--- config.mk ---
export PLATFORM = sky130hd
export DESIGN_NAME = hdr_parity_gen
export DESIGN_NICKNAME = d
export VERILOG_FILES = /design/src/rtl/hdr_parity_pkg.sv /design/src/rtl/hdr_parity_ctrl.sv /design/src/rtl/hdr_parity_core.sv /design/src/rtl/hdr_parity_pack.sv /design/src/rtl/hdr_parity_gen.sv
export SDC_FILE = /design/constraint.sdc
export NUM_CORES = 1
export LEC_CHECK = 0
export BUFFER_PORTS_ARGS = -buffer_cell sky130_fd_sc_hd__buf_2
export CORE_ASPECT_RATIO = 2
export CORE_MARGIN = 1
export CORE_UTILIZATION = 41
export CTS_BUF_LIST = sky130_fd_sc_hd__clkbuf_16
export CTS_CLUSTER_DIAMETER = 80
export DETAILED_ROUTE_END_ITERATION = 10
export PLACE_DENSITY_LB_ADDON = 0.25
export SYNTH_ARGS = -nofsm -noshare
export SYNTH_HDL_FRONTEND = slang
export SYNTH_SLANG_ARGS = --single-unit
export TNS_END_PERCENT = 5
--- constraint.sdc ---
create_clock -name clk -period 2.25 [get_ports clk]
set_input_delay 0.3375 -clock clk [delete_from_list [all_inputs] [get_ports clk]]
set_output_delay 0.3375 -clock clk [all_outputs]
set_load 0.1 [all_outputs]
--- src/rtl/hdr_parity_pkg.sv ---
package hdr_parity_pkg;

    localparam int SYM_W = 4;

    typedef enum logic [1:0] {
        ST_IDLE = 2'd0,
        ST_RUN  = 2'd1,
        ST_DONE = 2'd2
    } hp_state_e;

    // upper-register feedback map
    function automatic logic [SYM_W-1:0] sym_f(input logic [SYM_W-1:0] c);
        return {c[2], c[1], c[0] ^ c[3], c[3]};
    endfunction

    // lower-register feedback map
    function automatic logic [SYM_W-1:0] sym_h(input logic [SYM_W-1:0] c);
        return {c[2] ^ c[3], c[1] ^ c[2], c[0] ^ c[1] ^ c[3], c[0] ^ c[3]};
    endfunction

endpackage

--- src/rtl/hdr_parity_ctrl.sv ---
module hdr_parity_ctrl
    import hdr_parity_pkg::*;
#(
    parameter int LONG_SYMS  = 8,
    parameter int SHORT_SYMS = 2,
    localparam int IDX_W = (LONG_SYMS > 1) ? $clog2(LONG_SYMS) : 1
) (
    input  logic             clk,
    input  logic             rst,
    input  logic             start_i,
    input  logic             long_i,
    output logic             load_o,
    output logic             step_o,
    output logic             last_o,
    output logic [IDX_W-1:0] idx_o,
    output logic             ready_o,
    output logic             done_o
);

    localparam logic [IDX_W-1:0] LONG_END  = IDX_W'(LONG_SYMS - 1);
    localparam logic [IDX_W-1:0] SHORT_END = IDX_W'(SHORT_SYMS - 1);

    hp_state_e        state_q, state_d;
    logic [IDX_W-1:0] idx_q;
    logic             long_q;

    // state register and step counter
    always_ff @(posedge clk) begin
        if (rst) begin
            state_q <= ST_IDLE;
            idx_q   <= '0;
            long_q  <= 1'b0;
        end else begin
            state_q <= state_d;
            if (load_o) begin
                idx_q  <= '0;
                long_q <= long_i;
            end else if (step_o) begin
                idx_q <= idx_q + 1'b1;
            end
        end
    end

    // next state: GO, STEP, LAST, RETIRE
    always_comb begin
        state_d = state_q;
        unique case (state_q)
            ST_IDLE: if (start_i) state_d = ST_RUN;
            ST_RUN:  if (last_o)  state_d = ST_DONE;
            ST_DONE: state_d = ST_IDLE;
            default: state_d = ST_IDLE;
        endcase
    end

    // outputs
    always_comb begin
        load_o  = 1'b0;
        step_o  = 1'b0;
        last_o  = 1'b0;
        ready_o = 1'b0;
        done_o  = 1'b0;
        unique case (state_q)
            ST_IDLE: begin
                ready_o = 1'b1;
                load_o  = start_i;
            end
            ST_RUN: begin
                step_o = 1'b1;
                last_o = (idx_q == (long_q ? LONG_END : SHORT_END));
            end
            ST_DONE: done_o = 1'b1;
            default: ;
        endcase
    end

    assign idx_o = idx_q;

endmodule

--- src/rtl/hdr_parity_core.sv ---
module hdr_parity_core
    import hdr_parity_pkg::*;
#(
    parameter int WORD_W     = 32,
    parameter int SHORT_SYMS = 2,
    localparam int LONG_SYMS  = WORD_W / SYM_W,
    localparam int SHORT_BITS = SHORT_SYMS * SYM_W,
    localparam int IDX_W      = (LONG_SYMS > 1) ? $clog2(LONG_SYMS) : 1
) (
    input  logic               clk,
    input  logic               rst,
    input  logic [WORD_W-1:0]  word_i,
    input  logic               load_i,
    input  logic               step_i,
    input  logic               last_i,
    input  logic [IDX_W-1:0]   idx_i,
    output logic               long_o,
    output logic [2*SYM_W-1:0] parity_o
);

    logic [WORD_W-1:0]  word_q;
    logic [SYM_W-1:0]   a_q, b_q;
    logic [SYM_W-1:0]   nib, c, a_d, b_d;
    logic [2*SYM_W-1:0] res_q;

    // a word with any bit above the short span needs the long run
    assign long_o = |word_i[WORD_W-1:SHORT_BITS];

    always_comb begin
        nib = word_q[int'(idx_i)*SYM_W +: SYM_W];
        c   = nib ^ b_q;
        a_d = sym_f(c);
        b_d = a_q ^ sym_h(c);
    end

    always_ff @(posedge clk) begin
        if (rst) begin
            word_q <= '0;
            a_q    <= '0;
            b_q    <= '0;
            res_q  <= '0;
        end else if (load_i) begin
            word_q <= word_i;
            a_q    <= '0;
            b_q    <= '0;
        end else if (step_i) begin
            a_q <= a_d;
            b_q <= b_d;
            if (last_i) res_q <= {a_d, b_d};
        end
    end

    assign parity_o = res_q;

endmodule

--- src/rtl/hdr_parity_pack.sv ---
module hdr_parity_pack #(
    parameter int BYTE_W = 8,
    localparam int IMG_W = 4 * BYTE_W
) (
    input  logic [BYTE_W-1:0] hdr1_i,
    input  logic [BYTE_W-1:0] hdr2_i,
    input  logic [BYTE_W-1:0] hdr3_i,
    input  logic [BYTE_W-1:0] par1_i,
    input  logic [BYTE_W-1:0] par2_i,
    input  logic [BYTE_W-1:0] par3_i,
    output logic [IMG_W-1:0]  pack_a_o,
    output logic [IMG_W-1:0]  pack_b_o
);

    assign pack_a_o = {par1_i, hdr1_i, par2_i, hdr2_i};
    assign pack_b_o = {par3_i, hdr3_i, {(2*BYTE_W){1'b0}}};

endmodule

--- src/rtl/hdr_parity_gen.sv ---
module hdr_parity_gen
    import hdr_parity_pkg::*;
#(
    parameter int WORD_W     = 32,
    parameter int SHORT_SYMS = 2,
    parameter int BYTE_W     = 8,
    localparam int LONG_SYMS = WORD_W / SYM_W,
    localparam int IDX_W     = (LONG_SYMS > 1) ? $clog2(LONG_SYMS) : 1,
    localparam int PAR_W     = 2 * SYM_W,
    localparam int IMG_W     = 4 * BYTE_W
) (
    input  logic              clk,
    input  logic              rst,
    input  logic              start_i,
    input  logic [WORD_W-1:0] word_i,
    output logic              ready_o,
    output logic              done_o,
    output logic [PAR_W-1:0]  parity_o,
    input  logic [BYTE_W-1:0] hdr1_i,
    input  logic [BYTE_W-1:0] hdr2_i,
    input  logic [BYTE_W-1:0] hdr3_i,
    input  logic [BYTE_W-1:0] par1_i,
    input  logic [BYTE_W-1:0] par2_i,
    input  logic [BYTE_W-1:0] par3_i,
    output logic [IMG_W-1:0]  pack_a_o,
    output logic [IMG_W-1:0]  pack_b_o
);

    logic             load, step, last, is_long;
    logic [IDX_W-1:0] idx;

    hdr_parity_ctrl #(
        .LONG_SYMS (LONG_SYMS),
        .SHORT_SYMS(SHORT_SYMS)
    ) i_ctrl (
        .clk    (clk),
        .rst    (rst),
        .start_i(start_i),
        .long_i (is_long),
        .load_o (load),
        .step_o (step),
        .last_o (last),
        .idx_o  (idx),
        .ready_o(ready_o),
        .done_o (done_o)
    );

    hdr_parity_core #(
        .WORD_W    (WORD_W),
        .SHORT_SYMS(SHORT_SYMS)
    ) i_core (
        .clk     (clk),
        .rst     (rst),
        .word_i  (word_i),
        .load_i  (load),
        .step_i  (step),
        .last_i  (last),
        .idx_i   (idx),
        .long_o  (is_long),
        .parity_o(parity_o)
    );

    hdr_parity_pack #(
        .BYTE_W(BYTE_W)
    ) i_pack (
        .hdr1_i  (hdr1_i),
        .hdr2_i  (hdr2_i),
        .hdr3_i  (hdr3_i),
        .par1_i  (par1_i),
        .par2_i  (par2_i),
        .par3_i  (par3_i),
        .pack_a_o(pack_a_o),
        .pack_b_o(pack_b_o)
    );

endmodule

==> results.txt, run 1 <==
Yosys attributes the largest share of cell area to sky130_fd_sc_hd__dfxtp_1 37%, sky130_fd_sc_hd__buf_4 17%, sky130_fd_sc_hd__nand2_1 11%. Max-cap violations in this run came to 0. Among all flip-flop cells after synthesis, the most frequent one is sky130_fd_sc_hd__dfxtp_1. The share of flip-flops with an asynchronous set or reset came out at 0. The footprint of the flip-flops and latches is 1085 µm².

The total leakage power is 1.190 nW. Using the TritonRoute via totals, the vias-per-cell ratio works out to 5.020. The clock transition at the registers of the reported paths is 0.07 ns. The fraction of the cycle the final worst path needs is 0.9596. The worst setup path is captured at a flop. The worst IR drop on VDD is 0.6522 mV. The final layout contains routed wiring with a total length of 6.364 mm. The via count of the first global-routing pass is 2153. The clock latency at the later pin of the worst-skew pair is 0.30 ns. Yosys mapped a number of flops with a built-in enable equal to 0.

Dividing the detail-routed wire length by the instance count gives 14.30 µm. The initial core utilization is 0.4219. The library cell used most frequently in the layout, excluding fill and tap cells, is sky130_fd_sc_hd__nand2_1. The final estimated routing congestion in global placement came out at 0.7807.

The worst setup path is launched from a flop. The largest area contributor in the netlist is sky130_fd_sc_hd__dfxtp_1. The layout cell share with drive strength beyond 1 is 0.2085.

The number of buffers created by CTS is 5. The cell area reported after detailed placement is 2799 µm². Setup violations remaining at the end of the flow were counted as 0. The die boundary width came out at 61.53 µm. The library cells used most frequently in the layout, excluding fill and tap cells, are 83 x sky130_fd_sc_hd__nand2_1, 53 x sky130_fd_sc_hd__dfxtp_1, 44 x sky130_fd_sc_hd__buf_2. Setup repair after global routing left no endpoint under its margin. The flow ran to the end, and the final reports show no timing, DRC or antenna violations. Data on the critical path arrives at its endpoint at 2.38 ns. The count of TritonRoute iterations in the first routing pass came out at 4. For this block, the via count after detailed routing is 2234.

The total core area is 6887 µm². The largest net degree at the start of global routing came out at 38. The slew of the pin with the lowest slew margin is 0.6955 ns. 157 I/O pins were placed. The maximum clock path buffer count is 2. The area of the die came out at 7447 µm².

The number of antenna violations at the first check in global routing came to 0. The number of hold-slack violations in the final timing report is 0. The finished cells cover 2993 µm². The net count of the finished layout is 438. The post-layout instance count excluding filler cells came out at 445. The half-perimeter wire length of the detailed placement result came out at 4.768 mm. The clock sink count came out at 54.

On the final layout, the worst clock skew is 0.005555 ns. The count of buffers added on input and output ports is 44. The cell area that synthesis handed to floorplanning was 2905 µm².

The root buffer cell chosen for the clock tree is sky130_fd_sc_hd__clkbuf_16. The number of max-slew violations in the final report is 0. Headroom to the max-slew limit came out at 0.5347. The Yosys step of the flow raised 0 warnings. The number of placed instances, taps included is 437.

The mean area per synthesized cell is 8.004 µm². The count of nets left with antenna violations once routing finished came out at 0. Derived from the worst setup path, the maximum achievable clock frequency is 0.4631 GHz. The shortest clock period the worst path allows after layout came out at 2.159 ns.

In the final layout, the multi-input gates occupy 1343 µm². The kind of critical path is flop to flop. The area growth from synthesis to layout is 3.015%. The post-CTS setup buffer count came out at 0. The synthesized flop and latch total came out at 54.

The synthesized netlist cell count came out at 363. The required arrival time at the worst endpoint is 2.47 ns. The number of design-rule violations left by the first detailed-router iteration came out at 48. The sequential-to-total area share from yosys stat came out at 0.3721. From bottom edge to top edge, the die measures 121.0 µm. The path class of the tightest hold or removal check is input pin to flop. For this run the aggregate overflow at the end of global routing stands at 0.

The total power density per cell area is 797.5 nW/µm². The global-route wire length before repair came out at 10.16 mm. The area share of the largest cell type after synthesis came out at 0.3721.

TritonCTS built the clock tree. The initialized floorplan defines 43 standard-cell rows. The layout has 759 filler cells. The remaining design rule violation count is 0. The number of hold buffers added after CTS is 0. Along the worst path, the maximum fanout reaches 13. The H-tree was split into 2 levels. For this run, the total global-route usage over all layers was measured as 0.1890. The unique cell type count in the Yosys netlist came out at 42.

The number of inserted diodes came out at 0.
==> where the power goes <==
part / total, mW / internal (mW) / switching [mW]
clock network: 0.871 / 0.521 / 0.349
registers: 1.04 / 1.01 / 0.0331
logic: 0.476 / 0.140 / 0.336
total: 2.39 / 1.67 / 0.718
==> what timing repair did <==
item | CTS | global route
endpoints found under the setup margin | 3 | 3
pin swaps | 0 | 1
gates resized for setup | 1 | 6
gates cloned | 0 | 0
==> worst paths after layout <==
check | startpoint | end | slack [ns] | cells past startpoint
max | i_ctrl.idx_o[1] | i_core.parity_o[1] | 0.09 | 7
min reg2reg | i_core.parity_o[7] | i_core.parity_o[7] | 0.45 | 2
min | word_i[5] | i_core.word_q[5] | 0.27 | 3
max reg2reg | i_ctrl.idx_o[1] | i_core.parity_o[1] | 0.09 | 7
==> stage by stage <==
step | setup TNS [ns] | setup WS (ns) | total power, mW | hold slack (ns) | utilization
floorplan | 0 | 0.1108 | 1.843 | 0.4318 | -
global placement | 0 | 0.002874 | 1.526 | 0.4411 | 0.4064
detailed placement | -0.1609 | -0.06855 | 1.531 | 0.4465 | 0.4064
CTS | 0 | 0.006869 | 2.403 | 0.2655 | 0.4306
global route | 0 | 0.03028 | 2.495 | 0.2808 | 0.4346
finish | 0 | 0.09080 | 2.387 | 0.2748 | 0.4346
==> worst max-delay path: stages, from the launching register on <==
cell and delay, ns:
sky130_fd_sc_hd__dfxtp_4 0.40, sky130_fd_sc_hd__buf_6 0.17, sky130_fd_sc_hd__mux2_2 0.35, sky130_fd_sc_hd__o22ai_2 0.18, sky130_fd_sc_hd__nor3_1 0.10, sky130_fd_sc_hd__xnor3_2 0.48, sky130_fd_sc_hd__xnor2_2 0.19, sky130_fd_sc_hd__a211oi_2 0.20
==> Yosys cell counts (2+ instances only) <==
| master | count |
|---|---|
| sky130_fd_sc_hd__or2_2 | 2 |
| sky130_fd_sc_hd__buf_2 | 3 |
| sky130_fd_sc_hd__nor3_1 | 8 |
| sky130_fd_sc_hd__nor2b_1 | 4 |
| sky130_fd_sc_hd__mux2i_1 | 13 |
| sky130_fd_sc_hd__buf_4 | 64 |
| sky130_fd_sc_hd__dfxtp_1 | 54 |
| sky130_fd_sc_hd__mux2_2 | 2 |
| sky130_fd_sc_hd__nand3_1 | 4 |
| sky130_fd_sc_hd__nand3b_1 | 2 |
| sky130_fd_sc_hd__nor2_1 | 17 |
| sky130_fd_sc_hd__o21ai_0 | 4 |
| sky130_fd_sc_hd__nand2_1 | 83 |
| sky130_fd_sc_hd__xor2_1 | 2 |
| sky130_fd_sc_hd__clkbuf_1 | 15 |
| sky130_fd_sc_hd__nor3b_1 | 2 |
| sky130_fd_sc_hd__a211oi_1 | 4 |
| sky130_fd_sc_hd__o22ai_1 | 4 |
| sky130_fd_sc_hd__nor4_1 | 6 |
| sky130_fd_sc_hd__a21oi_1 | 42 |
| sky130_fd_sc_hd__xnor2_1 | 5 |
| sky130_fd_sc_hd__nand2b_1 | 3 |
==> logic make-up (layout without fill, tap and decap cells) <==
group | Yosys count | count (layout) | synth area share
AO/OA/AOI/OAI | 59 | 59 | 0.1141
XOR/XNOR | 10 | 10 | 0.04264
adder cells (fa/ha/maj) | 1 | 1 | 0.004306
buffers and inverters | 84 | 61 | 0.1951
flip-flops | 54 | 54 | 0.3721
multiplexers | 16 | 16 | 0.06029
other | 1 | 16 | 0.001291
AND/OR/NAND/NOR | 138 | 138 | 0.2102
==> final cells by class <==
type | instances | share of cell area
flip-flops and latches | 54 | 0.3625
clock buffers | 5 | 0.04181
clock inverters | 3 | 0.01338
well taps | 90 | 0.03763
multi-input cells | 240 | 0.4486
repair buffers | 52 | 0.09490
inverters | 1 | 0.001254
==> metal layers <==
| layer | part of all wire | wire, µm | track usage |
|---|---|---|---|
| met2 | 0.55 | 3493 | 0.3347 |
| met1 | 0.36 | 2268 | 0.1856 |
| met5 | 0 | 0 | 0 |
| met4 | 0.050 | 316 | 0.1208 |
| met3 | 0.045 | 285 | 0.03945 |
==> sequential cells by signal (all words and copies together), names as in the netlist <==
signal and cells:
i_ctrl.long_q 1, i_ctrl.state_q 2, i_core.parity_o 8, i_core.a_q 4, i_core.word_q 32, i_core.b_q 4, i_ctrl.idx_o 3
(Power assumes the default switching activity.)
==> run 2, diff against run 1 <==
- CELL_PAD_IN_SITES_DETAIL_PLACEMENT: default -> 0
- CELL_PAD_IN_SITES_GLOBAL_PLACEMENT: default -> 1
- CORE_UTILIZATION: 41 -> 28
==> run 2 against run 1 <==
Net effect:
- wire length is 15% higher
- design area is 3.0% higher
- combinational power up 4%
- register-to-register slack gained 0.05 ns
- maximum frequency increased by 2.4%
- count of clock-buffer cells in the layout unchanged
- first-iteration DRC count increased by 100%
- clock power rose by 1%
- non-clock buffer count up 6
- hold slack improved by 0.00055 ns
- largest cell class unchanged
- largest power group unchanged
==> results.txt, run 2 (synthesis results as in run 1) <==
The clock transition at the registers of the reported paths was 0.07 ns (about the same). The clock share of power is 0.365 (about the same). The number of hold-slack violations in the final timing report is 0 (unchanged). The library cell used most frequently in the layout, excluding fill and tap cells, is sky130_fd_sc_hd__nand2_1. The worst endpoint data arrival time came out at 2.33 ns (-0.05 ns). The path class of the tightest hold or removal check is input pin to flop. The detailed-route wire length per cell came out at 14.71 µm (+2.9%).

The switching share of power is 0.3055 (+0.004464). The total leakage power came out at 1.219 nW (+2.4%). The largest register by flop count is i_core.word_q. In this run the clock root is driven by a sky130_fd_sc_hd__clkbuf_16.

The clock latency at the later pin of the worst-skew pair was 0.30 ns (about the same). The final estimated routing congestion in global placement was 0.7644 (-2.1%). The post-cts gate resize count is 1 (unchanged). The tightest slew margin relative to the limit is 0.5675 (+0.03288).

The count of nets after finishing came out at 444 (+1.4%). In the layout the commonest cells are 83 x sky130_fd_sc_hd__nand2_1, 53 x sky130_fd_sc_hd__dfxtp_1, 44 x sky130_fd_sc_hd__buf_2. The overall global routing resource usage came out at 0.1427 (-0.04625). The largest individual stage delay along the critical path comes from the cell sky130_fd_sc_hd__mux4_2.

The number of I/O port buffers came to 44 (unchanged). The layout cell share with drive strength beyond 1 is 0.2161 (+0.007616). The critical path starts at i_ctrl.idx_o[1]. The timing-limited maximum frequency came out at 0.4741 GHz (+2.4%). The die boundary width is 74.03 µm (+20%). The number of primary I/O pins is 157 (unchanged).

The total core area is 10080 µm² (+46%). The total number of H-tree levels came out at 2 (unchanged). The required arrival time at the worst endpoint came to 2.47 ns (about the same).

The total of endpoints with negative setup slack in the final report came out at 0 (unchanged). The slew of the pin with the lowest slew margin is 0.6463 ns (-0.04914 ns). The count of TritonRoute iterations in the first routing pass came out at 4 (unchanged).

Setup repair after global routing left no endpoint under its margin. The maximum clock path buffer count came to 2 (unchanged). The residual antenna-violating net count after detailed routing came out at 0 (unchanged). The flow ran to the end, and the final reports show no timing, DRC or antenna violations. The floorplan row count came out at 52 (+21%). The power share of the combinational group is 0.204 (+0.005). By startpoint and endpoint, the worst setup path is classified as flop to flop. The clock sink count is 54 (unchanged). The routed wire length was 7.297 mm (+15%). The post-route setup TNS came out at 0 ns (unchanged). The worst IR drop on VDD is 0.3919 mV (-40%).

The number of flip-flops in the largest register is 32 (unchanged). The largest fanout of any net on the critical path is 7 (-6). The worst setup skew after layout came to 0.009465 ns (+0.003909 ns). The stage delay of the slowest cell on the critical path came out at 0.49 ns (about the same). The global-route congestion overflow total is 0 (unchanged).

TritonCTS built the clock tree. The half-perimeter wire length of the detailed placement result is 5.708 mm (+20%). The initial core utilization came out at 0.2881 (-0.1338). The remaining design rule violation count is 0 (unchanged). The global-route wire length before repair came out at 11.34 mm (+12%).

The post-detailed-route via-to-cell ratio is 4.524 (-9.9%). The number of hold buffers added after CTS came to 0 (unchanged). The post-CTS setup buffer count came out at 0 (unchanged). The switching power of the nets was 738.9 µW (+2.8%). The number of max-slew violations in the final report was 0 (unchanged). The count of maximum capacitance violations is 0 (unchanged).

The sequential fraction of design power is 0.432 (-0.004). The minimum hold slack is 0.2753 ns (+0.0005520 ns). In this run the most critical hold path is launched from word_i[4]. The worst register-to-register path begins at i_ctrl.idx_o[1]. The largest net degree at the start of global routing is 33 (-13%). The flop-to-flop setup slack is 0.14 ns (+0.05 ns).

The startpoint class of the critical path is a flop. The area of the die came out at 10810 µm² (+45%). The shortest clock period the worst path allows after layout was 2.109 ns (-0.05005 ns). The total power density per cell area came out at 784.9 nW/µm² (-1.6%).

The worst setup path is captured at a flop. The number of antenna violations at the first check in global routing came to 0 (unchanged). The die boundary height is 146.1 µm (+21%). The via count of the first global-routing pass is 2167 (+0.65%).

The number of buffers created by CTS was 5 (unchanged). The fraction of the cycle the final worst path needs is 0.9374 (-0.02224). The number of design-rule violations left by the first detailed-router iteration is 98 (+100%). The cell-internal power came out at 1.680 mW (+0.70%). The number of inserted diodes came out at 0 (unchanged). Relative to the synthesized area, the layout overhead comes to 6.073%. Walking the worst path, the cells encountered are mux2i_1 > mux4_2 > xor2_2 > xnor3_2 > xnor2_2 > a211oi_2. The via total after detailed routing came out at 2244 (+0.45%).
==> run 2: layout make-up <==
class | instances | area [µm²]
Multi-Input combinational cell | 240 | 1335
Timing Repair Buffer | 58 | 325.3
Clock inverter | 3 | 41.29
Sequential cell | 54 | 1082
Fill cell | 1108 | 7003
Tap cell | 135 | 168.9
Clock buffer | 5 | 125.1
Inverter | 1 | 3.754
==> run 2: final timing paths <==
| kind | end | cells past startpoint |
|---|---|---|
| setup / recovery | i_core.parity_o[1] | 6 |
| hold / removal | i_core.word_q[4] | 3 |
| hold reg to reg | i_core.word_q[1] | 2 |
| setup reg to reg | i_core.parity_o[1] | 6 |
==> run 2: worst max-delay path, delay by kind of cell, from the launching register on <==
family	cells	cell delay [ns]
flops	1	0.41
mux	2	0.59
xor+xnor	3	0.83
compound gates	1	0.20
==> run 2: power by group through the flow <==
stage,registers [mW],clock network [mW],logic [mW]
floorplan,1.07,0,0.772
global placement,1.07,0,0.486
detailed placement,1.07,0,0.489
CTS,1.05,0.908,0.490
global route,1.05,0.952,0.530
finish,1.04,0.882,0.493
==> run 2: per-stage QoR <==
step                power, mW    util  instance area [µm²]  worst slack (ns)  instances
floorplan               1.843       -                 2964            0.1108        378
finish                  2.419  0.3056                 3082            0.1408        496
detailed placement      1.556  0.2876                 2900         -0.002959        488
global placement        1.553  0.2876                 2900           0.09466        488
CTS                     2.442  0.3042                 3068           0.09197        496
global route            2.533  0.3056                 3082           0.01995        496
==> run 2: per-layer routing <==
metal,track usage,wire [µm],vias up
met4,0.09231,297,0
li1,-,-,1120
met3,0.02277,329,38
met5,0,0,-
met1,0.1339,2472,1029
met2,0.2677,4196,57
